==> config.mk <==
export PLATFORM = sky130hd
export DESIGN_NAME = bcd_rtc_core
export DESIGN_NICKNAME = d
export VERILOG_FILES = /design/src/rtl/rtc_pkg.sv /design/src/rtl/rtc_prescaler.sv /design/src/rtl/rtc_time_chain.sv /design/src/rtl/rtc_date_chain.sv /design/src/rtl/bcd_rtc_core.sv
export SDC_FILE = /design/constraint.sdc
export NUM_CORES = 1
export LEC_CHECK = 0
export ABC_AREA = 1
export BUFFER_PORTS_ARGS = -buffer_cell sky130_fd_sc_hd__buf_2
export CAP_MARGIN = 20
export CORE_AREA = 5 5 98 100
export DETAILED_ROUTE_END_ITERATION = 10
export DIE_AREA = 0 0 103 105
export PLACE_DENSITY = 0.76
export SLEW_MARGIN = 20
export SYNTH_ARGS = -nofsm -noshare
export SYNTH_HDL_FRONTEND = slang
export SYNTH_SLANG_ARGS = --single-unit
==> constraint.sdc <==
create_clock -name clk_i -period 2.2 [get_ports clk_i]
set_input_delay 0.22 -clock clk_i [delete_from_list [all_inputs] [get_ports clk_i]]
set_output_delay 0.22 -clock clk_i [all_outputs]
set_load 0.01 [all_outputs]
==> src/rtl/rtc_pkg.sv <==
package rtc_pkg;
  typedef enum logic [2:0] {
    IDX_SEC  = 3'd0,
    IDX_MIN  = 3'd1,
    IDX_HOUR = 3'd2,
    IDX_DATE = 3'd3,
    IDX_MON  = 3'd4,
    IDX_WDAY = 3'd5,
    IDX_YEAR = 3'd6
  } reg_idx_e;

  localparam logic [7:0] MASK_SEC  = 8'hFF;
  localparam logic [7:0] MASK_MIN  = 8'h7F;
  localparam logic [7:0] MASK_HOUR = 8'hBF;
  localparam logic [7:0] MASK_DATE = 8'h3F;
  localparam logic [7:0] MASK_MON  = 8'h1F;
  localparam logic [7:0] MASK_WDAY = 8'h07;
  localparam logic [7:0] MASK_YEAR = 8'hFF;

  function automatic logic [7:0] bcd_inc(input logic [7:0] v);
    if (v[3:0] >= 4'd9) return {v[7:4] + 4'd1, 4'd0};
    return v + 8'd1;
  endfunction

  function automatic logic [6:0] bcd_to_bin(input logic [7:0] v);
    return 7'(v[7:4]) * 7'd10 + 7'(v[3:0]);
  endfunction

  function automatic logic [7:0] month_last_day(input logic [7:0] mon, input logic [7:0] yr);
    logic [6:0] yb;
    yb = bcd_to_bin(yr);
    case (mon)
      8'h02:                      return (yb[1:0] == 2'd0) ? 8'h29 : 8'h28;
      8'h04, 8'h06, 8'h09, 8'h11: return 8'h30;
      default:                    return 8'h31;
    endcase
  endfunction
endpackage

==> src/rtl/rtc_prescaler.sv <==
module rtc_prescaler #(
  parameter int unsigned DIV = 32768
) (
  input  logic clk_i,
  input  logic rst_ni,
  input  logic ref_en_i,
  input  logic run_i,
  input  logic clr_i,
  output logic tick_o
);
  localparam int unsigned CW = (DIV > 1) ? $clog2(DIV) : 1;
  localparam logic [CW-1:0] LAST = CW'(DIV - 1);

  logic [CW-1:0] cnt_q;

  assign tick_o = ref_en_i & run_i & ~clr_i & (cnt_q == LAST);

  always_ff @(posedge clk_i or negedge rst_ni) begin
    if (!rst_ni)               cnt_q <= '0;
    else if (clr_i)            cnt_q <= '0;
    else if (ref_en_i && run_i) cnt_q <= (cnt_q == LAST) ? '0 : cnt_q + CW'(1);
  end
endmodule

==> src/rtl/rtc_time_chain.sv <==
module rtc_time_chain
  import rtc_pkg::*;
(
  input  logic       clk_i,
  input  logic       rst_ni,
  input  logic       tick_i,
  input  logic       wr_en_i,
  input  logic [2:0] addr_i,
  input  logic [7:0] wdata_i,
  output logic [7:0] sec_o,
  output logic [7:0] min_o,
  output logic [7:0] hour_o,
  output logic       day_step_o
);
  logic [7:0] sec_q, min_q, hour_q;
  logic       sec_wrap, min_wrap, hour_wrap;
  logic       min_step, hour_step;
  logic [7:0] sec_nx, min_nx, hour_nx;

  assign sec_wrap = (sec_q[6:0] == 7'h59);
  assign min_wrap = (min_q[6:0] == 7'h59);
  assign min_step  = tick_i & sec_wrap;
  assign hour_step = min_step & min_wrap;

  assign sec_nx = sec_wrap ? {sec_q[7], 7'h00} : {sec_q[7], bcd_inc({1'b0, sec_q[6:0]})[6:0]};
  assign min_nx = min_wrap ? 8'h00 : bcd_inc({1'b0, min_q[6:0]});

  always_comb begin
    hour_nx   = hour_q;
    hour_wrap = 1'b0;
    if (hour_q[7]) begin
      // 12-hour: 12 -> 01, 11 -> 12 flips PM, 11 PM ends the day
      if (hour_q[4:0] == 5'h12) begin
        hour_nx = {hour_q[7:5], 5'h01};
      end else if (hour_q[4:0] == 5'h11) begin
        hour_nx   = {hour_q[7], 1'b0, ~hour_q[5], 5'h12};
        hour_wrap = hour_q[5];
      end else begin
        hour_nx = {hour_q[7:5], bcd_inc({3'b0, hour_q[4:0]})[4:0]};
      end
    end else begin
      if (hour_q[5:0] == 6'h23) begin
        hour_nx   = 8'h00;
        hour_wrap = 1'b1;
      end else begin
        hour_nx = {2'b00, bcd_inc({2'b0, hour_q[5:0]})[5:0]};
      end
    end
  end

  assign day_step_o = hour_step & hour_wrap;

  always_ff @(posedge clk_i or negedge rst_ni) begin
    if (!rst_ni) begin
      sec_q  <= 8'h00;
      min_q  <= 8'h00;
      hour_q <= 8'h00;
    end else if (wr_en_i) begin
      if (addr_i == IDX_SEC)  sec_q  <= wdata_i & MASK_SEC;
      if (addr_i == IDX_MIN)  min_q  <= wdata_i & MASK_MIN;
      if (addr_i == IDX_HOUR) hour_q <= wdata_i & MASK_HOUR;
    end else begin
      if (tick_i)    sec_q  <= sec_nx;
      if (min_step)  min_q  <= min_nx;
      if (hour_step) hour_q <= hour_nx;
    end
  end

  assign sec_o  = sec_q;
  assign min_o  = min_q;
  assign hour_o = hour_q;
endmodule

==> src/rtl/rtc_date_chain.sv <==
module rtc_date_chain
  import rtc_pkg::*;
(
  input  logic       clk_i,
  input  logic       rst_ni,
  input  logic       day_step_i,
  input  logic       wr_en_i,
  input  logic [2:0] addr_i,
  input  logic [7:0] wdata_i,
  output logic [7:0] date_o,
  output logic [7:0] mon_o,
  output logic [7:0] wday_o,
  output logic [7:0] year_o
);
  logic [7:0] date_q, mon_q, wday_q, year_q;
  logic [7:0] last_day;
  logic       date_wrap, mon_wrap, mon_step, year_step;

  assign last_day  = month_last_day(mon_q, year_q);
  assign date_wrap = (date_q == last_day);
  assign mon_wrap  = (mon_q == 8'h12);
  assign mon_step  = day_step_i & date_wrap;
  assign year_step = mon_step & mon_wrap;

  always_ff @(posedge clk_i or negedge rst_ni) begin
    if (!rst_ni) begin
      date_q <= 8'h01;
      mon_q  <= 8'h01;
      wday_q <= 8'h01;
      year_q <= 8'h00;
    end else if (wr_en_i) begin
      if (addr_i == IDX_DATE) date_q <= wdata_i & MASK_DATE;
      if (addr_i == IDX_MON)  mon_q  <= wdata_i & MASK_MON;
      if (addr_i == IDX_WDAY) wday_q <= wdata_i & MASK_WDAY;
      if (addr_i == IDX_YEAR) year_q <= wdata_i & MASK_YEAR;
    end else begin
      if (day_step_i) begin
        date_q <= date_wrap ? 8'h01 : bcd_inc(date_q);
        wday_q <= (wday_q[2:0] == 3'd7) ? 8'h01 : wday_q + 8'h01;
      end
      if (mon_step)  mon_q  <= mon_wrap ? 8'h01 : bcd_inc(mon_q);
      if (year_step) year_q <= (year_q == 8'h99) ? 8'h00 : bcd_inc(year_q);
    end
  end

  assign date_o = date_q;
  assign mon_o  = mon_q;
  assign wday_o = wday_q;
  assign year_o = year_q;
endmodule

==> src/rtl/bcd_rtc_core.sv <==
module bcd_rtc_core
  import rtc_pkg::*;
#(
  parameter int unsigned DIV = 32768
) (
  input  logic       clk_i,
  input  logic       rst_ni,
  input  logic       ref_en_i,
  input  logic       wr_en_i,
  input  logic [2:0] addr_i,
  input  logic [7:0] wdata_i,
  output logic [7:0] rdata_o
);
  logic       tick;
  logic       day_step;
  logic [7:0] sec_q, min_q, hour_q, date_q, mon_q, wday_q, year_q;

  rtc_prescaler #(.DIV(DIV)) u_presc (
    .clk_i   (clk_i),
    .rst_ni  (rst_ni),
    .ref_en_i(ref_en_i),
    .run_i   (~sec_q[7]),
    .clr_i   (wr_en_i),
    .tick_o  (tick)
  );

  rtc_time_chain u_time (
    .clk_i     (clk_i),
    .rst_ni    (rst_ni),
    .tick_i    (tick),
    .wr_en_i   (wr_en_i),
    .addr_i    (addr_i),
    .wdata_i   (wdata_i),
    .sec_o     (sec_q),
    .min_o     (min_q),
    .hour_o    (hour_q),
    .day_step_o(day_step)
  );

  rtc_date_chain u_date (
    .clk_i     (clk_i),
    .rst_ni    (rst_ni),
    .day_step_i(day_step),
    .wr_en_i   (wr_en_i),
    .addr_i    (addr_i),
    .wdata_i   (wdata_i),
    .date_o    (date_q),
    .mon_o     (mon_q),
    .wday_o    (wday_q),
    .year_o    (year_q)
  );

  always_comb begin
    case (addr_i)
      IDX_SEC:  rdata_o = sec_q;
      IDX_MIN:  rdata_o = min_q;
      IDX_HOUR: rdata_o = hour_q;
      IDX_DATE: rdata_o = date_q;
      IDX_MON:  rdata_o = mon_q;
      IDX_WDAY: rdata_o = wday_q;
      IDX_YEAR: rdata_o = year_q;
      default:  rdata_o = 8'h00;
    endcase
  end
endmodule

==> impl_metrics.json <==
{
  "tns_ps": 0,
  "grt_use_total_pct": 27.1,
  "gp_congestion": 0.931,
  "die_y_um": 105,
  "yosysWarnings": 0,
  "fin_cells": 869,
  "place_hpwl_um": 10800,
  "ys_top_cells_by_area": "dfrtp_1, nand2_1, ha_1, inv_1, o21ai_0",
  "synth_cell_types": 44,
  "drv_cap": 0,
  "rows": 34,
  "clk_pin_slew_ps": 80,
  "drive_gt1_share_pct": 14.3,
  "io_pins": 23,
  "synthArstFlopShare_pct": 100,
  "synth_area_leader_cell": "dfrtp_1",
  "clkSinkCount": 70,
  "ant_nets": 0,
  "syn_area_um2": 5240,
  "drv_slew": 0,
  "worstPathRequired_ps": 2500,
  "r2r-start": "u_date.mon_o[0]$_DFFE_PN1P_",
  "synth_top_area_share_pct": 32.0,
  "placeableCoreArea_um2": 8590,
  "cp-end-kind": "flip-flop",
  "antenna_found_initial": 0,
  "clk_path_buf_depth": 2,
  "finalCritPeriodShare_pct": 96.1,
  "design_area_um2": 5830,
  "gr-total-overflow": 0,
  "io_buffer_count": 22,
  "ys_seq_elements": 70,
  "drtIter0Drc": 459,
  "worst-path-max-fanout": 8,
  "place_inst": 849,
  "tritoncts": "yes",
  "syn_inst": 712,
  "r2r_setup_slack_ps": 90,
  "place_area_um2": 5570,
  "hp-start": "wdata_i[7]",
  "grt_pass1_vias": 4826,
  "start_kind": "flip-flop",
  "dieArea_um2": 10800,
  "holdPathEnd": "u_time.hour_o[7]$_DFFE_PN0P_",
  "hold_depth": 3,
  "numCtsBuffers": 9,
  "via_per_inst": 5.91,
  "clk_latency_ps": 360,
  "synth_most_common_cell": "nand2_1",
  "avgSynthCellArea_um2": 7.36,
  "synth_edf_count": 0,
  "grt_pass1_wl_um": 23200,
  "wl_um": 14500,
  "final_nets": 805,
  "crit_type": "reg -> reg",
  "synth-seq-area-share_pct": 33.5,
  "synthTopCellsByCount": "nand2_1, inv_1, dfrtp_1, nor2_1, o21ai_0",
  "slew_headroom_pct": 61.7,
  "p_per_area_nw_per_um2": 791,
  "dr.pass1.iters": 5,
  "start_util_pct": 61.0,
  "drc": 0,
  "r2r_end": "u_date.year_o[0]$_DFFE_PN0P_",
  "setup_viol_count_final": 0,
  "cts-root-buf": "clkbuf_8",
  "fp.dieW_um": 103,
  "arrival_ps": 2410,
  "period_minus_slack_ps": 2110,
  "hold_viol": 0,
  "drt-wirelength-per-cell_um": 16.7,
  "synth_nets": 761,
  "worst_pin_slew_ps": 574,
  "status": "finished clean",
  "min_path_type": "in -> reg",
  "area.growth.synth_to_final_pct": 11.2,
  "leakage_nw": 2.80,
  "h-tree-depth": 3,
  "vdd_drop_max_v": 0.000667,
  "finClkSkew_ps": 10.7,
  "diodes": 0,
  "vias": 5138,
  "reg2reg_depth": 13,
  "max_freq_mhz": 473,
  "grt_max_degree": 36,
  "synthFlopType": "dfrtp_1"
}
-- layout by cell type, fill, tap and decap left out, types with 7 or more instances in the layout --
cell / n
nand2_1: 144
inv_1: 93
dfrtp_1: 67
nor2_1: 57
o21ai_0: 52
nand3_1: 48
a21oi_1: 36
ha_1: 33
buf_2: 22
xor2_1: 21
o22ai_1: 20
buf_4: 20
nor3_1: 16
a31oi_1: 13
inv_2: 12
nand4_1: 12
clkbuf_8: 10
o21ai_1: 8
xnor2_1: 7
-- repair_timing --
action,4_1_cts,5_1_grt
hold buffers,1,0
setup endpoints to repair,0,22
setup buffers,0,2
hold endpoints to repair,19,0
resized for setup,0,12
-- cell families after synthesis --
family	after synthesis	synth area share, %
DFF	70	33.5
adders and majority gates	34	8.12
and+or+nand+nor	306	26.9
AOI/OAI and AO/OA	157	17.9
xor gates and xnor gates	28	4.68
buffers and inverters	117	8.86
-- critical path, stage by stage (launching register included) --
cell and delay, ps:
dfstp_2 550, inv_2 60, ha_1 210, nand2_1 160
nor2_4 80, nand2_1 60, nand2_1 50, nor2_1 150
inv_1 100, nor2_4 160, nand4_4 180, nand2_4 160
nand2_1 70, nand2_1 60
-- stage by stage --
| stage | utilization, % | worst slack, ps | hold slack [ps] | power [W] |
|---|---|---|---|---|
| finish | 67.8 | 85.6 | 167 | 0.00461 |
| global route | 67.8 | -32.3 | 207 | 0.00494 |
| CTS | 67.0 | 21.3 | 165 | 0.00451 |
| detailed placement | 64.8 | 41.0 | 213 | 0.00354 |
| global placement | 64.8 | 178 | 212 | 0.00347 |
| floorplan | - | 339 | -75.6 | 0.00301 |
-- layout make-up --
type,instances,area (µm²)
inverter,105,394
multi-input combinational,526,3080
tap,108,135
timing repair buffer,44,290
clock buffer,10,138
clock inverter,6,37.5
fill,741,2770
sequential,70,1760
-- power by group --
part	total [W]	switching [W]	leakage, nW	internal [W]
Sequential	0.00188	0.000345	0.882	0.00154
Clock	0.000979	0.000545	0.0841	0.000434
Combinational	0.00174	0.00110	1.83	0.000649
Total	0.00461	0.00199	2.80	0.00262
-- worst max-delay path by stage --
| stage | startpoint | to | slack [ps] | cells after the start |
|---|---|---|---|---|
| floorplan | u_date.mon_o[0]$_DFFE_PN1P_ | u_date.year_o[1]$_DFFE_PN0P_ | 340 | 15 |
| global placement | u_date.mon_o[0]$_DFFE_PN1P_ | u_date.date_o[3]$_DFFE_PN0P_ | 180 | 16 |
| detailed placement | u_date.mon_o[0]$_DFFE_PN1P_ | u_date.year_o[0]$_DFFE_PN0P_ | 40 | 15 |
| CTS | u_date.mon_o[0]$_DFFE_PN1P_ | u_date.year_o[0]$_DFFE_PN0P_ | 20 | 15 |
| global route | u_date.mon_o[0]$_DFFE_PN1P_ | u_date.year_o[4]$_DFFE_PN0P_ | -30 | 15 |
| finish | u_date.mon_o[0]$_DFFE_PN1P_ | u_date.year_o[0]$_DFFE_PN0P_ | 90 | 13 |
-- flip-flops by register name, summed over array words and instances, names as in the netlist --
register       flops
u_date.mon_o       8
u_time.sec_o       8
u_date.date_o      8
u_date.year_o      8
u_date.wday_o      8
u_time.min_o       8
u_time.hour_o      7
u_presc.cnt_q     15
-- layer usage --
metal	up-vias	track usage, %	share of wire (%)
met1	2359	37.2	42
met4	0	9.53	3.2
met2	251	41.8	46
met5	-	0	0
met3	41	6.33	9.6
li1	2487	-	-
Note: power is estimated with default switching activity, not from simulation.
